==> src/rtl/dsp_rx_pkg.sv <==
package dsp_rx_pkg;
  localparam int NUM_SLOTS_D = 8;
  localparam int DATA_W_D    = 32;

  typedef enum logic [1:0] {
    WL_16 = 2'd0,
    WL_20 = 2'd1,
    WL_24 = 2'd2,
    WL_32 = 2'd3
  } wlen_e;

  function automatic logic [5:0] wlen_bits(wlen_e w);
    case (w)
      WL_16:   return 6'd16;
      WL_20:   return 6'd20;
      WL_24:   return 6'd24;
      default: return 6'd32;
    endcase
  endfunction
endpackage

==> src/rtl/dsp_rx_fsync_det.sv <==
module dsp_rx_fsync_det (
  input  logic clk_i,
  input  logic rst_ni,
  input  logic fsync_i,
  output logic rise_o
);
  logic fs_q;

  // Reset to 1: a line already high at reset release is not a rise.
  always_ff @(posedge clk_i or negedge rst_ni) begin
    if (!rst_ni) fs_q <= 1'b1;
    else         fs_q <= fsync_i;
  end

  assign rise_o = fsync_i & ~fs_q;
endmodule

==> src/rtl/dsp_rx_slot_seq.sv <==
module dsp_rx_slot_seq #(
  parameter int NUM_SLOTS = 8,
  parameter int SLOT_W    = 3,
  parameter int CNT_W     = 6
) (
  input  logic              clk_i,
  input  logic              rst_ni,
  input  logic              rise_i,
  input  logic [CNT_W-1:0]  wbits_i,
  output logic              sample_o,
  output logic              word_done_o,
  output logic              frame_done_o,
  output logic [SLOT_W-1:0] slot_o,
  output logic              frame_err_o
);
  logic              active_q;
  logic [CNT_W-1:0]  bit_q;
  logic [SLOT_W-1:0] slot_q;
  logic              err_q;
  logic              last_bit;
  logic              last_slot;

  assign sample_o     = active_q & ~rise_i;
  assign last_bit     = (bit_q == wbits_i - CNT_W'(1));
  assign last_slot    = (slot_q == SLOT_W'(NUM_SLOTS - 1));
  assign word_done_o  = sample_o & last_bit;
  assign frame_done_o = word_done_o & last_slot;
  assign slot_o       = slot_q;
  assign frame_err_o  = err_q;

  always_ff @(posedge clk_i or negedge rst_ni) begin
    if (!rst_ni) begin
      active_q <= 1'b0;
      bit_q    <= '0;
      slot_q   <= '0;
      err_q    <= 1'b0;
    end else begin
      err_q <= rise_i & active_q;
      if (rise_i) begin
        active_q <= 1'b1;
        bit_q    <= '0;
        slot_q   <= '0;
      end else if (active_q) begin
        if (last_bit) begin
          bit_q <= '0;
          if (last_slot) active_q <= 1'b0;
          else           slot_q   <= slot_q + SLOT_W'(1);
        end else begin
          bit_q <= bit_q + CNT_W'(1);
        end
      end
    end
  end
endmodule

==> src/rtl/dsp_rx_shifter.sv <==
module dsp_rx_shifter #(
  parameter int DATA_W = 32,
  parameter int CNT_W  = 6
) (
  input  logic              clk_i,
  input  logic              rst_ni,
  input  logic              sample_i,
  input  logic              sdata_i,
  input  logic [CNT_W-1:0]  wbits_i,
  output logic [DATA_W-1:0] word_o
);
  logic [DATA_W-1:0] sh_q;
  logic [DATA_W-1:0] sh_next;
  logic [CNT_W-1:0]  shamt;

  assign sh_next = {sh_q[DATA_W-2:0], sdata_i};
  assign shamt   = CNT_W'(DATA_W) - wbits_i;
  // Stale upper bits fall off the top; the low bits are zero-filled.
  assign word_o  = sh_next << shamt;

  always_ff @(posedge clk_i or negedge rst_ni) begin
    if (!rst_ni)       sh_q <= '0;
    else if (sample_i) sh_q <= sh_next;
  end
endmodule

==> src/rtl/dsp_rx_slot_bank.sv <==
module dsp_rx_slot_bank #(
  parameter int NUM_SLOTS = 8,
  parameter int DATA_W    = 32,
  parameter int SLOT_W    = 3
) (
  input  logic                        clk_i,
  input  logic                        rst_ni,
  input  logic                        word_done_i,
  input  logic                        frame_done_i,
  input  logic [SLOT_W-1:0]           slot_i,
  input  logic [DATA_W-1:0]           word_i,
  output logic [NUM_SLOTS*DATA_W-1:0] ch_o,
  output logic                        valid_o
);
  for (genvar k = 0; k < NUM_SLOTS; k++) begin : g_slot
    logic [DATA_W-1:0] out_q;
    logic [DATA_W-1:0] src;

    if (k == NUM_SLOTS - 1) begin : g_last
      assign src = word_i;
    end else begin : g_stage
      logic [DATA_W-1:0] stage_q;
      always_ff @(posedge clk_i or negedge rst_ni) begin
        if (!rst_ni) stage_q <= '0;
        else if (word_done_i && slot_i == SLOT_W'(k)) stage_q <= word_i;
      end
      assign src = stage_q;
    end

    always_ff @(posedge clk_i or negedge rst_ni) begin
      if (!rst_ni)           out_q <= '0;
      else if (frame_done_i) out_q <= src;
    end

    assign ch_o[k*DATA_W +: DATA_W] = out_q;
  end

  always_ff @(posedge clk_i or negedge rst_ni) begin
    if (!rst_ni) valid_o <= 1'b0;
    else         valid_o <= frame_done_i;
  end
endmodule

==> src/rtl/dsp_tdm_rx.sv <==
module dsp_tdm_rx
  import dsp_rx_pkg::*;
#(
  parameter int NUM_SLOTS = NUM_SLOTS_D,
  parameter int DATA_W    = DATA_W_D
) (
  input  logic                        clk_i,
  input  logic                        rst_ni,
  input  logic [1:0]                  wlen_i,
  input  logic                        fsync_i,
  input  logic                        sdata_i,
  output logic [NUM_SLOTS*DATA_W-1:0] ch_o,
  output logic                        frame_valid_o,
  output logic                        frame_err_o
);
  localparam int SLOT_W = (NUM_SLOTS > 1) ? $clog2(NUM_SLOTS) : 1;
  localparam int CNT_W  = $clog2(DATA_W + 1);

  logic              rise;
  logic              sample;
  logic              word_done;
  logic              frame_done;
  logic [SLOT_W-1:0] slot;
  logic [CNT_W-1:0]  wbits;
  logic [DATA_W-1:0] word;

  assign wbits = CNT_W'(wlen_bits(wlen_e'(wlen_i)));

  dsp_rx_fsync_det u_det (
    .clk_i   (clk_i),
    .rst_ni  (rst_ni),
    .fsync_i (fsync_i),
    .rise_o  (rise)
  );

  dsp_rx_slot_seq #(.NUM_SLOTS(NUM_SLOTS), .SLOT_W(SLOT_W), .CNT_W(CNT_W)) u_seq (
    .clk_i        (clk_i),
    .rst_ni       (rst_ni),
    .rise_i       (rise),
    .wbits_i      (wbits),
    .sample_o     (sample),
    .word_done_o  (word_done),
    .frame_done_o (frame_done),
    .slot_o       (slot),
    .frame_err_o  (frame_err_o)
  );

  dsp_rx_shifter #(.DATA_W(DATA_W), .CNT_W(CNT_W)) u_sh (
    .clk_i    (clk_i),
    .rst_ni   (rst_ni),
    .sample_i (sample),
    .sdata_i  (sdata_i),
    .wbits_i  (wbits),
    .word_o   (word)
  );

  dsp_rx_slot_bank #(.NUM_SLOTS(NUM_SLOTS), .DATA_W(DATA_W), .SLOT_W(SLOT_W)) u_bank (
    .clk_i        (clk_i),
    .rst_ni       (rst_ni),
    .word_done_i  (word_done),
    .frame_done_i (frame_done),
    .slot_i       (slot),
    .word_i       (word),
    .ch_o         (ch_o),
    .valid_o      (frame_valid_o)
  );
endmodule

==> config.mk <==
export PLATFORM = sky130hd
export DESIGN_NAME = dsp_tdm_rx
export DESIGN_NICKNAME = d
export VERILOG_FILES = /design/src/rtl/dsp_rx_pkg.sv /design/src/rtl/dsp_rx_fsync_det.sv /design/src/rtl/dsp_rx_slot_seq.sv /design/src/rtl/dsp_rx_shifter.sv /design/src/rtl/dsp_rx_slot_bank.sv /design/src/rtl/dsp_tdm_rx.sv
export SDC_FILE = /design/constraint.sdc
export NUM_CORES = 1
export LEC_CHECK = 0
export BUFFER_PORTS_ARGS = -buffer_cell sky130_fd_sc_hd__buf_2
export CAP_MARGIN = 30
export CORE_ASPECT_RATIO = 2
export CORE_UTILIZATION = 58
export DETAILED_ROUTE_END_ITERATION = 8
export HOLD_SLACK_MARGIN = 0.1
export PLACE_DENSITY = 0.76
export SYNTH_ARGS = -nofsm -noshare
export SYNTH_HDL_FRONTEND = slang
export SYNTH_SLANG_ARGS = --single-unit
==> constraint.sdc <==
create_clock -name clk_i -period 3.34 [get_ports clk_i]
set_clock_uncertainty 0.05 [all_clocks]
set_input_delay 0.668 -clock clk_i [delete_from_list [all_inputs] [get_ports clk_i]]
set_output_delay 0.668 -clock clk_i [all_outputs]
set_load 0.05 [all_outputs]
# [After elaboration in Yosys (flattened, before gate mapping)]
# Index checks and enable logic that the tools add are counted.
# Widths: inputs -> output; s select.
[word_totals] reg_bits=524 inputBits=6 wordCells=69
[classes] n_reduce_logical=12 n_bitwise=7 n_shift=1 addsub=4 eq_ne=11 mux=12
[op_table] cell="$shl 32x6->32" count=1
[op_table] cell="$mux 6" count=3
[op_table] cell="$pmux 6 s3" count=1
[op_table] cell="$eq 3x3->1 const B" count=4
[op_table] cell="$mux 3" count=4
[op_table] cell="$logic_and 1x1->1" count=7
[op_table] cell="$add 6x1->6 const B" count=1
[op_table] cell="$eq 3x2->1 const B" count=2
[op_table] cell="$eq 6x6->1" count=1
[op_table] cell="$sub 6x1->6 const B" count=1
[op_table] cell="$sub 6x6->6 const A" count=1
[op_table] cell="$and 1x1->1" count=5
[op_table] cell="$mux 1" count=4
[op_table] cell="$reduce_bool 2->1" count=2
[op_table] cell="$add 3x1->3 const B" count=1
[op_table] cell="$eq 3x1->1 const B" count=1
[op_table] cell="$logic_not 3->1" count=1
[op_table] cell="$reduce_and 3->1" count=1
[op_table] cell="$eq 2x1->1 const B" count=1
[op_table] cell="$eq 2x2->1 const B" count=1
[op_table] cell="$logic_not 2->1" count=1
[op_table] cell="$ne 2x1->1 const B" count=1
[op_table] cell="$not 1->1" count=2

# [Longest topological paths before layout]
[depth] word_depth=7 mapped_depth=8 ltp_nobuf=6

# [By module]
# A second synthesis with hierarchy kept.
[unflattened] hier_cells=1409 area_unflattened_um2=21693.3
[by_module_without_submodules] module="dsp_rx_slot_bank" cells_per_inst=1024 n_inst=1 area_per_inst_um2=17827.1
[by_module_without_submodules] module="dsp_rx_shifter" cells_per_inst=294 n_inst=1 area_per_inst_um2=3020.4
[by_module_without_submodules] module="dsp_rx_slot_seq" cells_per_inst=84 n_inst=1 area_per_inst_um2=775.7
[by_module_without_submodules] module="dsp_rx_fsync_det" cells_per_inst=2 n_inst=1 area_per_inst_um2=40.0
[by_module_without_submodules] module="dsp_tdm_rx" cells_per_inst=5 n_inst=1 area_per_inst_um2=30.0

# [Worst setup path after synthesis]
# Ideal clock, no wire load.
[synth_timing] kind="in2reg" from="input port wlen_i[1]" to="register u_bank.g_slot[7].out_q[31]" t_required_ns=3.162 path_stages=8 setup_slack_ns=0.627 n_path_buf=3 arrival_time_ns=2.535 path_cell_list="inv_1 > ha_1 > buf_2 > buf_1 > buf_2 > mux4_2 > o2bb2ai_1 > mux2_1"
[synth_via] elab_chain_cells=6 elab_cells_between_ends=10 classes_between="add/sub (2); eq/ne (3); shift (1); mux (1); bitwise (2); reduce/logical (1)"
[synth_rtl] item="from (decl)" line="dsp_tdm_rx.sv:9" source="input logic [1:0] wlen_i,"
[synth_rtl] item="$eq 2x2->1 (tied with other cells)" line="dsp_rx_pkg.sv:13" source="case (w)"
[synth_rtl] item="$pmux 6 s3 (*)" line="dsp_rx_pkg.sv:13"
[synth_rtl] item="parallel branches: the longest is 4 deep, another holds $sub 6x6->6"
[synth_rtl] item="to (signal assigned)" line="dsp_rx_slot_bank.sv:32" source="else if (frame_done_i) out_q <= src;"
[synth_rtl] item="to (decl)" line="dsp_rx_slot_bank.sv:16" source="logic [DATA_W-1:0] out_q;"
# Every way passes the cells marked *.
# A chain may end at the register's enable or synchronous reset.

# [Worst setup path in the final report]
[layout_timing] from="input port wlen_i[0]" to="register u_bank.g_slot[0].g_stage.stage_q[13]"
[layout_via] elab_chain_cells=6 elab_cells_between_ends=10 classes_between="add/sub (2); eq/ne (3); shift (1); mux (1); bitwise (1); reduce/logical (2)"
[layout_rtl] item="$eq 2x2->1 (tied with other cells)" line="dsp_rx_pkg.sv:13"
[layout_rtl] item="$pmux 6 s3 (*)" line="dsp_rx_pkg.sv:13"
[layout_rtl] item="parallel branches: the longest is 4 deep, another holds $sub 6x6->6"
[layout_rtl] item="to (signal assigned)" line="dsp_rx_slot_bank.sv:25" source="else if (word_done_i && slot_i == SLOT_W'(k)) stage_q <= word_i;"
[layout_rtl] item="to (decl)" line="dsp_rx_slot_bank.sv:22" source="logic [DATA_W-1:0] stage_q;"
# Marks and branches as above.

==> impl_metrics.tcl <==
set metrics [dict create \
    pwr-share-comb 0.101 \
    fin_nets 1594 \
    rsz0062_at_grt "false" \
    routed_wl_mm 46.4 \
    syn_area_per_cell_um2 16.2 \
    cp_common_cell "buf_4" \
    die_area_um2 36400 \
    cp_cell_sequence "buf_2 > inv_1 > ha_1 > xor2_1 > nand4_4 > buf_4 > nor4_4 > buf_4 > mux2_2" \
    hp-class "in2reg" \
    period_share 0.772 \
    synthesis.nets 1290 \
    p_sw_frac 0.252 \
    grt_pass1_vias 12400 \
    async_reset_ff_frac 1.00 \
    htreeDepth 2 \
    drt_iter0_drc 421 \
    p_int_w 0.00968 \
    routedWlPerCell_um 22.7 \
    final_common_cell "dfrtp_1" \
    vias 11600 \
    leakagePower_nw 13.3 \
    ys_seq_area_frac 0.635 \
    tightest_slew_ns 1.02 \
    cp_slowest_stage_delay_ns 0.37 \
    end_kind "flip-flop" \
    crit_type "in2reg" \
    layout-drive-gt1-share 0.432 \
    fp.dieH_um 269 \
    cp_max_fo 11 \
    tns_ns 0 \
    dr.pass1.iters 4 \
    grt_pass1_wl_mm 72.4 \
    worst_path_max_delay_cell "mux2_2" \
    maxCapViolCount 0 \
    viasPerCell 5.64 \
    cpLargestDelayFamily "buffers and inverters" \
    slew_violations 0 \
    grt_max_degree 93 \
    reg2regPathDepth 6 \
    start_util 0.589 \
    grt-ovfl-total 0 \
    crit_buf_inv 4 \
    synth-seq-cells 524 \
    post-route-drc-count 0 \
    max_freq_ghz 0.388 \
    status "completed" \
    final_cell_mix "dfrtp_1 (523), mux2_2 (285), buf_2 (262), mux2_1 (243)" \
    power_frac_clock 0.369 \
    crit_arrival_ns 2.95 \
    synth-main-ff-cell "dfrtp_1" \
    synth_edf_count 0 \
    n_fill_cell 2410 \
    cts_max_path_buffers 3 \
    yosysUniqueCellTypes 43 \
    io_pins 264 \
    fin_util 0.692 \
    cts_root_buf "clkbuf_16" \
    min_path_cells 1 \
    antenna_found_initial 1 \
    setup_viol 0 \
    gp_congestion 0.887 \
    synth_warnings 0 \
    fin_crit_ns 2.58 \
    clk_pin_slew_worst_paths_ns 0.07 \
    hold_viol 0 \
    maxSlewHeadroom 0.323 \
    postCtsSetupRepairBufs 0 \
    core-area_um2 35100 \
    synthesis.area_um2 20700 \
    dp_hpwl_mm 32.3 \
    p_sw_w 0.00326 \
    seqPwrFrac 0.529 \
    clock-sinks 524 \
    synthCells 1273 \
    syn2layout_area_growth_pct 17.4 \
    ir_worst_vdd_v 0.000489 \
    p_per_area_nw_per_um2 533 \
    worst-path-stages 9 \
    die_w_um 135 \
    cts_tree "yes" \
    grt_usage 0.266 \
    critPathLaunchType "primary input" \
    place.port_buffers 263 \
    clk_latency_ns 0.55 \
    numCtsBuffers 44 \
    critPathRequiredTime_ns 3.72 \
    rows 97 \
    ant_nets 0 \
]
-- cells by family after synthesis --
logic type               synth area share
AO/OA/AOI/OAI                      0.0133
flip-flops                          0.635
multiplexers                        0.299
XOR/XNOR                          0.00406
adder cells (fa/ha/maj)           0.00666
AND/OR/NAND/NOR                    0.0218
buffers and inverters              0.0202
-- area by class of cell --
cell class                 count  area, µm²  area share
sequential                   524      13100       0.540
multi-input combinational    672       7190       0.296
timing repair buffer         329       2070      0.0855
clock buffer                  61       1250      0.0514
tap                          445        557      0.0229
clock inverter                11       62.6     0.00258
inverter                       6       22.5    0.000928
antenna                        1       2.50    0.000103
-- synthesized netlist by cell type, drive strengths merged (4+ instances only) --
cell type	count	area, µm²
a211oi	4	30.0
a22oi	4	30.0
and3	6	37.5
buf	60	353
clkbuf	11	42.5
dfrtp	523	13100
ha	11	138
inv	5	18.8
mux2	528	5950
mux2i	17	170
nand2	8	30.0
nand3	5	25.0
nor2	17	63.8
nor2b	8	50.1
nor3	7	56.3
nor4	4	85.1
o21ai	6	30.0
o2bb2ai	7	61.3
o32ai	8	70.1
xor2	6	52.6
-- final timing paths --
path / startpoint / slack (ns) / to
hold reg to reg: u_bank.g_slot[1].out_q[25] / 0.43 / u_bank.g_slot[1].out_q[25]
setup / recovery: wlen_i[0] / 0.76 / u_bank.g_slot[0].g_stage.stage_q[13]
min in group asynchronous: rst_ni / 0.64 / u_seq.frame_err_o
setup reg to reg: u_det.fs_q / 0.84 / u_bank.g_slot[0].g_stage.stage_q[13]
max in group asynchronous: rst_ni / 1.68 / u_bank.g_slot[5].out_q[18]
hold / removal: fsync_i / 0.18 / u_det.fs_q
-- sequential cells by signal (all words and copies together), names as in the netlist --
signal / flops
u_seq.active_q: 1
u_seq.slot_o: 3
u_seq.bit_q: 6
u_bank.g_slot.out_q: 256
u_sh.sh_q: 31
u_det.fs_q: 1
u_seq.frame_err_o: 1
u_bank.valid_o: 1
u_bank.g_slot.g_stage.stage_q: 224
-- power by group through the flow --
stage | clock network [W] | registers, W | logic [W]
floorplan | 0 | 0.00683 | 0.000730
global placement | 0 | 0.00695 | 0.00130
detailed placement | 0 | 0.00696 | 0.00133
CTS | 0.00488 | 0.00684 | 0.00134
global route | 0.00512 | 0.00687 | 0.00143
finish | 0.00478 | 0.00685 | 0.00131
-- metal layers --
layer / wire (µm) / vias to the layer above / global-route usage
li1: - / 5128 / -
met1: 17600 / 6118 / 0.309
met2: 25800 / 223 / 0.493
met3: 1450 / 88 / 0.0327
met4: 1550 / 0 / 0.0999
met5: 0 / - / 0
-- through the flow --
stage | total power [W] | instance area, µm² | hold WS [ns] | std cells | setup slack, ns
floorplan | 0.00755 | 20700 | 0.322 | 1273 | 0.627
global placement | 0.00825 | 22900 | 0.411 | 1975 | 0.220
detailed placement | 0.00829 | 22900 | 0.419 | 1975 | 0.204
CTS | 0.0131 | 24300 | 0.152 | 2048 | 0.755
global route | 0.0134 | 24300 | 0.166 | 2049 | 0.673
finish | 0.0129 | 24300 | 0.180 | 2049 | 0.761
-- what timing repair did --
action	CTS	global route
hold buffers	1	0
endpoints found under the hold margin	59	0
gates resized for setup	0	0
Power figures use the tool's default switching activity.
